<file path="config.mk">
export PLATFORM = sky130hd
export DESIGN_NAME = cmpxchg64_seq
export DESIGN_NICKNAME = d
export VERILOG_FILES = /design/src/rtl/cx_pkg.sv /design/src/rtl/cx_ctrl.sv /design/src/rtl/cx_bus.sv /design/src/rtl/cx_cmp.sv /design/src/rtl/cmpxchg64_seq.sv
export SDC_FILE = /design/constraint.sdc
export NUM_CORES = 1
export LEC_CHECK = 0
export ABC_AREA = 1
export BUFFER_PORTS_ARGS = -buffer_cell sky130_fd_sc_hd__buf_2
export CAP_MARGIN = 20
export CORE_ASPECT_RATIO = 0.6
export CORE_UTILIZATION = 59
export CTS_BUF_LIST = sky130_fd_sc_hd__clkbuf_8
export DETAILED_ROUTE_END_ITERATION = 10
export PLACE_DENSITY = 0.87
export SETUP_SLACK_MARGIN = 0.4
export SLEW_MARGIN = 10
export SYNTH_ARGS = -nofsm -noshare
export SYNTH_HDL_FRONTEND = slang
export SYNTH_SLANG_ARGS = --single-unit
</file>
<file path="constraint.sdc">
create_clock -name clk -period 4.65 [get_ports clk]
set_input_delay 0.93 -clock clk [delete_from_list [all_inputs] [get_ports clk]]
set_output_delay 0.93 -clock clk [all_outputs]
set_load 0.01 [all_outputs]
</file>
<file path="src/rtl/cx_pkg.sv">
package cx_pkg;
  typedef enum logic [2:0] {
    ST_IDLE       = 3'd0,
    ST_READ_REQ   = 3'd1,
    ST_READ_WAIT  = 3'd2,
    ST_COMPARE    = 3'd3,
    ST_WRITE_REQ  = 3'd4,
    ST_WRITE_WAIT = 3'd5,
    ST_DONE       = 3'd6
  } cx_state_t;
endpackage

</file>
<file path="src/rtl/cx_ctrl.sv">
module cx_ctrl
  import cx_pkg::*;
(
  input  logic      clk,
  input  logic      rst,
  input  logic      start,
  input  logic      bus_rdy,
  output cx_state_t state,
  output logic      accept,
  output logic      rd_ack,
  output logic      wr_ack,
  output logic      busy,
  output logic      done
);
  cx_state_t nxt;

  assign accept = start && (state == ST_IDLE || state == ST_DONE);
  assign rd_ack = (state == ST_READ_WAIT) && bus_rdy;
  assign wr_ack = (state == ST_WRITE_WAIT) && bus_rdy;

  always_comb begin
    nxt = state;
    case (state)
      ST_IDLE:       if (accept) nxt = ST_READ_REQ;
      ST_READ_REQ:   nxt = ST_READ_WAIT;
      ST_READ_WAIT:  if (rd_ack) nxt = ST_COMPARE;
      ST_COMPARE:    nxt = ST_WRITE_REQ;
      ST_WRITE_REQ:  nxt = ST_WRITE_WAIT;
      ST_WRITE_WAIT: if (wr_ack) nxt = ST_DONE;
      ST_DONE:       nxt = accept ? ST_READ_REQ : ST_IDLE;
      default:       nxt = ST_IDLE;
    endcase
  end

  always_ff @(posedge clk) begin
    if (rst) begin
      state <= ST_IDLE;
      busy  <= 1'b0;
      done  <= 1'b0;
    end else begin
      state <= nxt;
      done  <= wr_ack;
      if (accept)      busy <= 1'b1;
      else if (wr_ack) busy <= 1'b0;
    end
  end
endmodule

</file>
<file path="src/rtl/cx_bus.sv">
module cx_bus
  import cx_pkg::*;
#(
  parameter int ADDR_W = 32
) (
  input  logic              clk,
  input  logic              rst,
  input  cx_state_t         state,
  input  logic              accept,
  input  logic              rd_ack,
  input  logic              wr_ack,
  input  logic              lock_en,
  input  logic [ADDR_W-1:0] addr,
  output logic              bus_rd,
  output logic              bus_wr,
  output logic              bus_lock,
  output logic [ADDR_W-1:0] bus_addr
);
  always_ff @(posedge clk) begin
    if (rst) begin
      bus_rd   <= 1'b0;
      bus_wr   <= 1'b0;
      bus_lock <= 1'b0;
      bus_addr <= '0;
    end else begin
      if (accept) begin
        bus_addr <= addr;
        bus_lock <= lock_en;
      end else if (wr_ack) begin
        bus_lock <= 1'b0;
      end

      if (state == ST_READ_REQ) bus_rd <= 1'b1;
      else if (rd_ack)          bus_rd <= 1'b0;

      if (state == ST_WRITE_REQ) bus_wr <= 1'b1;
      else if (wr_ack)           bus_wr <= 1'b0;
    end
  end
endmodule

</file>
<file path="src/rtl/cx_cmp.sv">
module cx_cmp #(
  parameter int HALF_W = 32,
  localparam int WORD_W = 2 * HALF_W
) (
  input  logic              clk,
  input  logic              rst,
  input  logic              accept,
  input  logic              rd_ack,
  input  logic              cmp_en,
  input  logic              wr_ack,
  input  logic [HALF_W-1:0] exp_hi,
  input  logic [HALF_W-1:0] exp_lo,
  input  logic [HALF_W-1:0] new_hi,
  input  logic [HALF_W-1:0] new_lo,
  input  logic [WORD_W-1:0] rdata,
  output logic [WORD_W-1:0] wdata,
  output logic              zf,
  output logic [WORD_W-1:0] res
);
  logic [WORD_W-1:0] exp_q, new_q, old_q;
  logic              eq_q;

  always_ff @(posedge clk) begin
    if (rst) begin
      exp_q <= '0;
      new_q <= '0;
      old_q <= '0;
      eq_q  <= 1'b0;
      wdata <= '0;
      zf    <= 1'b0;
      res   <= '0;
    end else begin
      if (accept) begin
        exp_q <= {exp_hi, exp_lo};
        new_q <= {new_hi, new_lo};
      end
      if (rd_ack) old_q <= rdata;
      if (cmp_en) begin
        eq_q  <= (old_q == exp_q);
        wdata <= (old_q == exp_q) ? new_q : old_q;
      end
      if (wr_ack) begin
        zf  <= eq_q;
        res <= eq_q ? exp_q : old_q;
      end
    end
  end
endmodule

</file>
<file path="src/rtl/cmpxchg64_seq.sv">
module cmpxchg64_seq
  import cx_pkg::*;
#(
  parameter int ADDR_W = 32,
  parameter int HALF_W = 32,
  localparam int WORD_W = 2 * HALF_W
) (
  input  logic              clk,
  input  logic              rst,
  input  logic              start,
  input  logic              lock_en,
  input  logic [ADDR_W-1:0] addr,
  input  logic [HALF_W-1:0] exp_hi,
  input  logic [HALF_W-1:0] exp_lo,
  input  logic [HALF_W-1:0] new_hi,
  input  logic [HALF_W-1:0] new_lo,
  output logic              busy,
  output logic              done,
  output logic              zf,
  output logic [HALF_W-1:0] res_hi,
  output logic [HALF_W-1:0] res_lo,
  output logic              bus_rd,
  output logic              bus_wr,
  output logic              bus_lock,
  output logic [ADDR_W-1:0] bus_addr,
  output logic [WORD_W-1:0] bus_wdata,
  input  logic [WORD_W-1:0] bus_rdata,
  input  logic              bus_rdy
);
  cx_state_t         state;
  logic              accept, rd_ack, wr_ack;
  logic [WORD_W-1:0] res_w;

  cx_ctrl u_ctrl (
    .clk(clk), .rst(rst), .start(start), .bus_rdy(bus_rdy),
    .state(state), .accept(accept), .rd_ack(rd_ack), .wr_ack(wr_ack),
    .busy(busy), .done(done)
  );

  cx_bus #(.ADDR_W(ADDR_W)) u_bus (
    .clk(clk), .rst(rst), .state(state), .accept(accept),
    .rd_ack(rd_ack), .wr_ack(wr_ack), .lock_en(lock_en), .addr(addr),
    .bus_rd(bus_rd), .bus_wr(bus_wr), .bus_lock(bus_lock), .bus_addr(bus_addr)
  );

  cx_cmp #(.HALF_W(HALF_W)) u_cmp (
    .clk(clk), .rst(rst), .accept(accept), .rd_ack(rd_ack),
    .cmp_en(state == ST_COMPARE), .wr_ack(wr_ack),
    .exp_hi(exp_hi), .exp_lo(exp_lo), .new_hi(new_hi), .new_lo(new_lo),
    .rdata(bus_rdata), .wdata(bus_wdata), .zf(zf), .res(res_w)
  );

  assign res_hi = res_w[WORD_W-1:HALF_W];
  assign res_lo = res_w[HALF_W-1:0];
endmodule

</file>
==> results.json, run 1 <==
{
  "outcome": "complete, no violations",
  "grt_use_met3": 0.1160,
  "met1_usage": 0.5209,
  "final_nets": 2712,
  "min_period_ps": 2982,
  "slew_headroom": 0.2456,
  "wl_per_cell_um": 17.57,
  "finClkSkew_ps": 27.47,
  "clk_pin_slew_ps": 70,
  "busiest_layer": "met2",
  "whs_ps": 455.9,
  "hold_viol_final": 0,
  "fill_cells": 1972,
  "power_density_mw_per_mm2": 407.8,
  "r2r_start": "u_cmp.old_q[55]$_SDFFE_PP0P_",
  "p_total_mw": 7.340,
  "num_rows": 44,
  "dp.cells": 2753,
  "max_freq_mhz": 335.3,
  "clkSinkCount": 362,
  "cpPeakStageDelay_ps": 560,
  "ys_ff_latch": 362,
  "cp.required_ps": 5130,
  "avgSynthCellArea_um2": 6.927,
  "rsz0062_at_grt": "false",
  "clk_path_buf_depth": 3,
  "fp.coreArea_mm2": 0.02461,
  "cp-end-kind": "flip-flop",
  "rrSetupSlack_ps": 1670,
  "ys_types": 18,
  "startpoint_type": "flip-flop",
  "timing.rr.end": "u_cmp.wdata[19]$_SDFFE_PP0N_",
  "dr.pass1.iters": 6,
  "worstMarginPinSlew_ps": 1132,
  "drv_slew": 0,
  "crit_type": "reg2reg",
  "ir_worst_vdd_v": 0.0002612,
  "die_h_um": 125.8,
  "viasPerCell": 5.618,
  "post_cts_buffers": 0,
  "use_met2": 0.5499,
  "grt_overflow": 0,
  "p_comb_frac": 0.171,
  "drv_cap": 0,
  "p_clk_frac": 0.339,
  "crit_chain": "inv_1 > nand2_1 > nand2_1 > nor2_1 > nand2_1 > nor2_1 > nand2_1 > nor2_4 > nand2_2 > buf_4 > nand2_1 > nand3_1 > nand2_1 > inv_1",
  "worstHoldPathCells": 2,
  "dp_hpwl_um": 32810,
  "holdPathEnd": "u_cmp.new_q[11]$_SDFFE_PP0P_",
  "fin_setup_tns_ps": 0,
  "r2r_cells": 14,
  "routed_wl_um": 50070,
  "clock_latency_ps": 580,
  "area_growth_syn_to_layout_pct": 19.51,
  "syn-cell-area_mm2": 0.01506,
  "cts_made_buffers": 50,
  "grt_pass1_wl_um": 76840,
  "netSwitchingPower_mw": 2.236,
  "route.detailed.drc": 0,
  "cts_tree": "done",
  "dieArea_mm2": 0.02619,
  "grt_usage": 0.3720,
  "drt_iter0_drc": 2006,
  "clock-root-buffer": "clkbuf_8",
  "final_cells": 2850,
  "drive_gt1_frac": 0.2044,
  "p_leak_nw": 8.679,
  "utilization": 0.7313,
  "synthesis.nets": 2403,
  "p_int_mw": 5.103,
  "route.vias.total": 16012,
  "grt_start_max_net_pins": 238,
  "ant_nets": 0,
  "crit_path_top_delay_cell": "nand2_2",
  "gp_congestion": 0.8995,
  "holdCritStartpoint": "u_cmp.new_q[11]$_SDFFE_PP0P_",
  "grt_pass1_vias": 14367,
  "io_pins": 395,
  "cts-htree-levels": 2,
  "path_common_cell": "nand2_1",
  "ys_seq_area_frac": 0.4812,
  "port_buffers": 394,
  "ctsResizeCount": 0,
  "holdBufCountCts": 0,
  "hold_path_class": "reg2reg",
  "power_frac_seq": 0.490,
  "initial_core_util": 0.6120,
  "worst-path-max-fanout": 40,
  "die_x_um": 208.3,
  "antenna_found_initial": 10,
  "period_share": 0.6413,
  "ys.warnings.count": 0,
  "report.final.setup_viol": 0,
  "syn_inst": 2174,
  "switching_share": 0.3047,
  "cp.arrival_ps": 3460
}
==> synth_stat cells <==
library cell | number | area share
a21oi_1 | 171 | 0.057
buf_1 | 3 | 0.00075
buf_2 | 28 | 0.0093
buf_4 | 7 | 0.0035
buf_6 | 3 | 0.0022
clkbuf_1 | 110 | 0.027
dfxtp_1 | 362 | 0.48
inv_1 | 164 | 0.041
inv_2 | 24 | 0.0060
nand2_1 | 364 | 0.091
nand3_1 | 130 | 0.043
nor2_1 | 429 | 0.11
nor2_2 | 1 | 0.00042
nor3_2 | 2 | 0.0013
o21ai_0 | 349 | 0.12
o21ai_1 | 9 | 0.0030
o31ai_1 | 2 | 0.0010
xor2_1 | 16 | 0.0093
==> layout make-up <==
| cell class | count | area (um^2) | area share |
|---|---|---|---|
| Antenna cell | 8 | 20.02 | 0.001112 |
| Clock buffer | 67 | 922.1 | 0.05124 |
| Clock inverter | 22 | 93.84 | 0.005214 |
| Inverter | 188 | 713.2 | 0.03963 |
| Multi-Input combinational cell | 1473 | 6492 | 0.3607 |
| Sequential cell | 362 | 7251 | 0.4029 |
| Tap cell | 322 | 402.9 | 0.02239 |
| Timing Repair Buffer | 408 | 2102 | 0.1168 |
==> state kept, by name, summed over array words and instances, names as in the netlist <==
register,cells
u_cmp.wdata,64
u_ctrl.state,3
u_ctrl.done,1
u_bus.bus_lock,1
u_ctrl.busy,1
u_bus.bus_addr,32
u_cmp.eq_q,1
u_bus.bus_wr,1
u_cmp.new_q,64
u_bus.bus_rd,1
u_cmp.res,64
u_cmp.old_q,64
u_cmp.exp_q,64
u_cmp.zf,1
==> worst max path at each step <==
stage / from / to / depth (start not counted)
6_report: u_cmp.old_q[55]$_SDFFE_PP0P_ / u_cmp.wdata[19]$_SDFFE_PP0N_ / 14
5_1_grt: u_cmp.old_q[55]$_SDFFE_PP0P_ / u_cmp.wdata[61]$_SDFFE_PP0N_ / 14
4_1_cts: u_cmp.old_q[51]$_SDFFE_PP0P_ / u_cmp.wdata[19]$_SDFFE_PP0N_ / 14
3_5_place_dp: bus_rdy / u_cmp.old_q[52]$_SDFFE_PP0P_ / 7
3_3_place_gp: bus_rdy / u_cmp.old_q[2]$_SDFFE_PP0P_ / 7
2_1_floorplan: rst / u_cmp.new_q[41]$_SDFFE_PP0P_ / 6
==> logic make-up (layout without fill, tap and decap cells) <==
family          count (synthesis)  in the layout  share of synthesized area
simple gates                  926            926                     0.2426
other cells                     0              8                          0
buf+inv                       339            685                    0.09006
flops                         362            362                     0.4812
xor+xnor                       16             16                   0.009305
compound gates                531            531                     0.1768
==> worst max-delay path, delay by kind of cell, from the launching register on <==
kind / cells / cell delay (ps)
and+or+nand+nor: 11 / 1840
buffers and inverters: 3 / 630
DFF: 1 / 380
==> metal layers <==
| metal | up-vias | wire length (um) |
|---|---|---|
| met5 | - | 46 |
| met4 | 8 | 1116 |
| met3 | 105 | 6792 |
| met2 | 940 | 21140 |
| met1 | 7405 | 20980 |
| li1 | 7554 | - |
==> metrics by stage <==
step                      setup slack (ps)  instance area [um^2]
after CTS                             1747                 17980
after floorplan                       2718                 15060
after global routing                  1512                 17990
after global placement                1732                 16960
after detailed placement              1640                 16960
final                                 1668                 18000
==> power by group through the flow <==
| stage | logic [mW] | clock network (mW) | registers, mW |
|---|---|---|---|
| after global placement | 1.18 | 0 | 3.64 |
| final | 1.25 | 2.49 | 3.60 |
| after CTS | 1.23 | 2.50 | 3.59 |
| after global routing | 1.40 | 2.66 | 3.62 |
| after floorplan | 0.791 | 0 | 3.63 |
| after detailed placement | 1.22 | 0 | 3.65 |
==> cells in the final DEF, fill, tap and decap left out, types with 2 or more instances in the layout <==
cell type | netlist | final
nor2_1 | 429 | 427
clkinv_2 | 0 | 7
o31ai_1 | 2 | 2
inv_1 | 164 | 178
nand3_1 | 130 | 130
dfxtp_1 | 362 | 361
buf_2 | 28 | 394
nor2_4 | 0 | 3
diode_2 | 0 | 8
clkbuf_8 | 0 | 67
buf_4 | 7 | 12
inv_2 | 24 | 23
xor2_1 | 16 | 16
o21ai_1 | 9 | 9
a21oi_1 | 171 | 171
nand2_1 | 364 | 362
o21ai_0 | 349 | 349
buf_12 | 0 | 2
Note: power is estimated with default switching activity, not from simulation.
==> inputs of run 2 (changes only) <==
--- a/config.mk
+++ b/config.mk
@@ -5,14 +5,14 @@
 export SDC_FILE = /design/constraint.sdc
 export NUM_CORES = 1
 export LEC_CHECK = 0
-export ABC_AREA = 1
+export ABC_AREA = 0
 export BUFFER_PORTS_ARGS = -buffer_cell sky130_fd_sc_hd__buf_2
 export CAP_MARGIN = 20
 export CORE_ASPECT_RATIO = 0.6
-export CORE_UTILIZATION = 59
+export CORE_UTILIZATION = 49
 export CTS_BUF_LIST = sky130_fd_sc_hd__clkbuf_8
 export DETAILED_ROUTE_END_ITERATION = 10
-export PLACE_DENSITY = 0.87
+export PLACE_DENSITY = 0.78
 export SETUP_SLACK_MARGIN = 0.4
 export SLEW_MARGIN = 10
 export SYNTH_ARGS = -nofsm -noshare
==> constraint.sdc (replaced) <==
create_clock -name clk -period 2.5 [get_ports clk]
set_input_delay 0.5 -clock clk [delete_from_list [all_inputs] [get_ports clk]]
set_output_delay 0.5 -clock clk [all_outputs]
set_load 0.01 [all_outputs]
==> run 2 against run 1 <==
Clock skew shrank 11 ps. Synthesized area shrank 5.3%. Register-to-register slack worse by 1400 ps. Combinational power up 130%. Setup slack got worse by 1400 ps. Critical endpoint is now u_cmp.wdata[62]$_SDFFE_PP0N_.
==> results.json, run 2 <==
{
  "num_rows": 47,
  "clock_latency_ps": 580,
  "p_leak_nw": 7.559,
  "synth-edff-count": 0,
  "min_period_ps": 2213,
  "route.vias.total": 13815,
  "die_x_um": 222.2,
  "p_comb_frac": 0.203,
  "worst-path-max-fanout": 7,
  "avgSynthCellArea_um2": 8.489,
  "async_reset_ff_frac": 0,
  "final_nets": 2272,
  "period_share": 0.8850,
  "clk_path_buf_depth": 3,
  "drt_iter0_drc": 1530,
  "holdBufCountCts": 0,
  "crit_chain": "xnor2_4 > nand4_1 > nor4_2 > buf_4 > nand4_1 > buf_6 > clkbuf_16 > mux2i_2 > a211oi_2",
  "power_frac_seq": 0.471,
  "wl_met2_um": 22190,
  "met3_length_um": 5123,
  "critPathLaunch": "u_cmp.exp_q[27]$_SDFFE_PP0P_",
  "cpPeakStageDelay_ps": 370,
  "crit_type": "reg2reg",
  "cts_tree": "done",
  "yosys.area.top_type": "dfxtp_1",
  "synthTopCellsByArea": "dfxtp_1 51%, nand2_1 12%, mux2i_1 9.0%, a21oi_1 8.1%, a211oi_1 6.7%",
  "synth_top_area_frac": 0.5082,
  "cts-htree-levels": 2,
  "finClkSkew_ps": 16.39,
  "startpoint_type": "flip-flop",
  "netSwitchingPower_mw": 4.452,
  "dr.pass1.iters": 6,
  "path_common_cell": "nand4_1",
  "final_cells": 2453,
  "grt_start_max_net_pins": 114,
  "timing.rr.end": "u_cmp.wdata[62]$_SDFFE_PP0N_",
  "gp_congestion": 0.8416,
  "switching_share": 0.3103,
  "ys_ff_latch": 362,
  "yosysMostFrequentCell": "nand2_1",
  "ys_seq_area_frac": 0.5082,
  "fin_setup_tns_ps": 0,
  "power_density_mw_per_mm2": 780.2,
  "grt_overflow": 0,
  "worstMarginPinSlew_ps": 667.7,
  "holdPathEnd": "u_bus.bus_addr[17]$_SDFFE_PP0P_",
  "dieArea_mm2": 0.02981,
  "initial_core_util": 0.5084,
  "synth_flop_cell": "dfxtp_1",
  "dp.cells": 2341,
  "area_growth_syn_to_layout_pct": 28.93,
  "synthesis.nets": 1909,
  "cp.required_ps": 3000,
  "drv_slew": 0,
  "fill_cells": 2354,
  "highest_layer": "met4",
  "wl_per_cell_um": 20.34,
  "r2r_cells": 9,
  "ant_nets": 0,
  "p_clk_frac": 0.326,
  "syn_inst": 1680,
  "rrSetupSlack_ps": 290,
  "die_h_um": 134.1,
  "outcome": "complete, no violations",
  "ys_types": 26,
  "clock-root-buffer": "clkbuf_8",
  "slew_headroom": 0.5543,
  "route.detailed.drc": 0,
  "ys.warnings.count": 0,
  "ir_worst_vdd_v": 0.0004606,
  "syn-cell-area_mm2": 0.01426,
  "hold_viol_final": 0,
  "drive_gt1_frac": 0.2854,
  "m1WireLength_um": 21480,
  "max_freq_mhz": 452.0,
  "cp-end-kind": "flip-flop",
  "report.final.setup_viol": 0,
  "grt_pass1_vias": 12806,
  "grt_pass1_wl_um": 72820,
  "mostFrequentLayoutCells": "459 x nand2_1, 393 x buf_2, 337 x dfxtp_1",
  "holdCritStartpoint": "addr[17]",
  "viasPerCell": 5.632,
  "dp_hpwl_um": 32380,
  "fp.coreArea_mm2": 0.02805,
  "cts_made_buffers": 52,
  "routed_wl_um": 49910,
  "worstHoldPathCells": 3,
  "io_pins": 395,
  "yosys-top-cells-count": "459 x nand2_1, 362 x dfxtp_1, 230 x a21oi_1, 140 x nor2_1",
  "hold_path_class": "in2reg",
  "layout_commonest_cell": "nand2_1",
  "drv_cap": 0,
  "clkSinkCount": 362,
  "grt_usage": 0.3167,
  "crit_path_top_delay_cell": "dfxtp_4",
  "r2r_start": "u_cmp.exp_q[27]$_SDFFE_PP0P_",
  "cp.arrival_ps": 2710,
  "clk_pin_slew_ps": 70,
  "p_int_mw": 9.894,
  "rsz0062_at_grt": "true",
  "port_buffers": 394,
  "antenna_found_initial": 5
}
run 2: cell count changes after synthesis, moves of 65 or more:
cell	before	now
nor2_1	429	140
nand3_1	130	2
xnor2_1	0	65
o21ai_0	349	1
a211oi_1	0	128
mux2i_1	0	128
inv_1	164	1
nand2_1	364	459
run 2: routing by layer:
metal  vias up  GRT usage
met5         -          0
met4         0    0.09452
met3        80    0.07755
met2       719     0.4833
met1      6609     0.4430
li1       6407          -
run 2: power groups by stage:
stage | Clock (mW) | Combinational [mW] | Sequential, mW
2_1_floorplan | 0 | 1.52 | 6.79
3_3_place_gp | 0 | 2.58 | 6.78
3_5_place_dp | 0 | 2.63 | 6.81
4_1_cts | 4.71 | 2.73 | 6.71
5_1_grt | 4.98 | 3.14 | 6.81
6_report | 4.67 | 2.91 | 6.76
run 2: worst max path at each step:
| stage | endpoint | slack (ps) | cells after the start |
|---|---|---|---|
| floorplan | u_cmp.wdata[37]$_SDFFE_PP0N_ | 770 | 8 |
| global placement | u_cmp.wdata[51]$_SDFFE_PP0N_ | 130 | 7 |
| detailed placement | u_cmp.wdata[3]$_SDFFE_PP0N_ | 90 | 7 |
| CTS | u_cmp.wdata[40]$_SDFFE_PP0N_ | 320 | 8 |
| global route | u_cmp.wdata[29]$_SDFFE_PP0N_ | 220 | 9 |
| finish | u_cmp.wdata[62]$_SDFFE_PP0N_ | 290 | 9 |
run 2: area by class of cell:
class                           instances  area, um^2  share of cell area
Antenna cell                            5       12.51           0.0006805
Timing Repair Buffer                  441        2698              0.1467
Clock inverter                         23       90.09            0.004899
Sequential cell                       362        7293              0.3966
Clock buffer                           69       949.7             0.05165
Tap cell                              367       459.2             0.02497
Inverter                                1       3.754           0.0002041
Multi-Input combinational cell       1185        6882              0.3743
run 2: repair_timing:
item,in CTS,in global routing
buffers inserted,3,3
pin swaps,35,43
resized for setup,45,57
gates cloned,4,5
endpoints found under the setup margin,223,202
run 2: worst max-delay path, delay by kind of cell, from the launching register on:
family          cells  cell delay, ps
simple gates        3             580
buf+inv             3             560
flops               1             370
xor+xnor            1             230
compound gates      1             210
mux                 1             170
run 2: kinds of logic (layout without fill, tap and decap cells):
family	Yosys count	in the layout	share of synthesized area
multiplexers	128	128	0.08984
AND/OR/NAND/NOR	629	630	0.1710
AO/OA/AOI/OAI	362	362	0.1500
other	0	5	0
flip-flops	362	362	0.5082
XOR/XNOR	65	65	0.03992
buffers and inverters	134	534	0.04106
run 2: metrics by stage:
step	power (mW)	worst slack, ps	hold WS (ps)	utilization	cell area (um^2)
final	14.35	287.4	150.4	0.6555	18390
after global routing	14.94	216.6	119.7	0.6552	18380
after CTS	14.16	316.5	106.9	0.6401	17960
after detailed placement	9.438	89.93	443.1	0.5903	16560
after floorplan	8.312	765.6	435.7	-	14260
after global placement	9.358	128.4	438.9	0.5903	16560
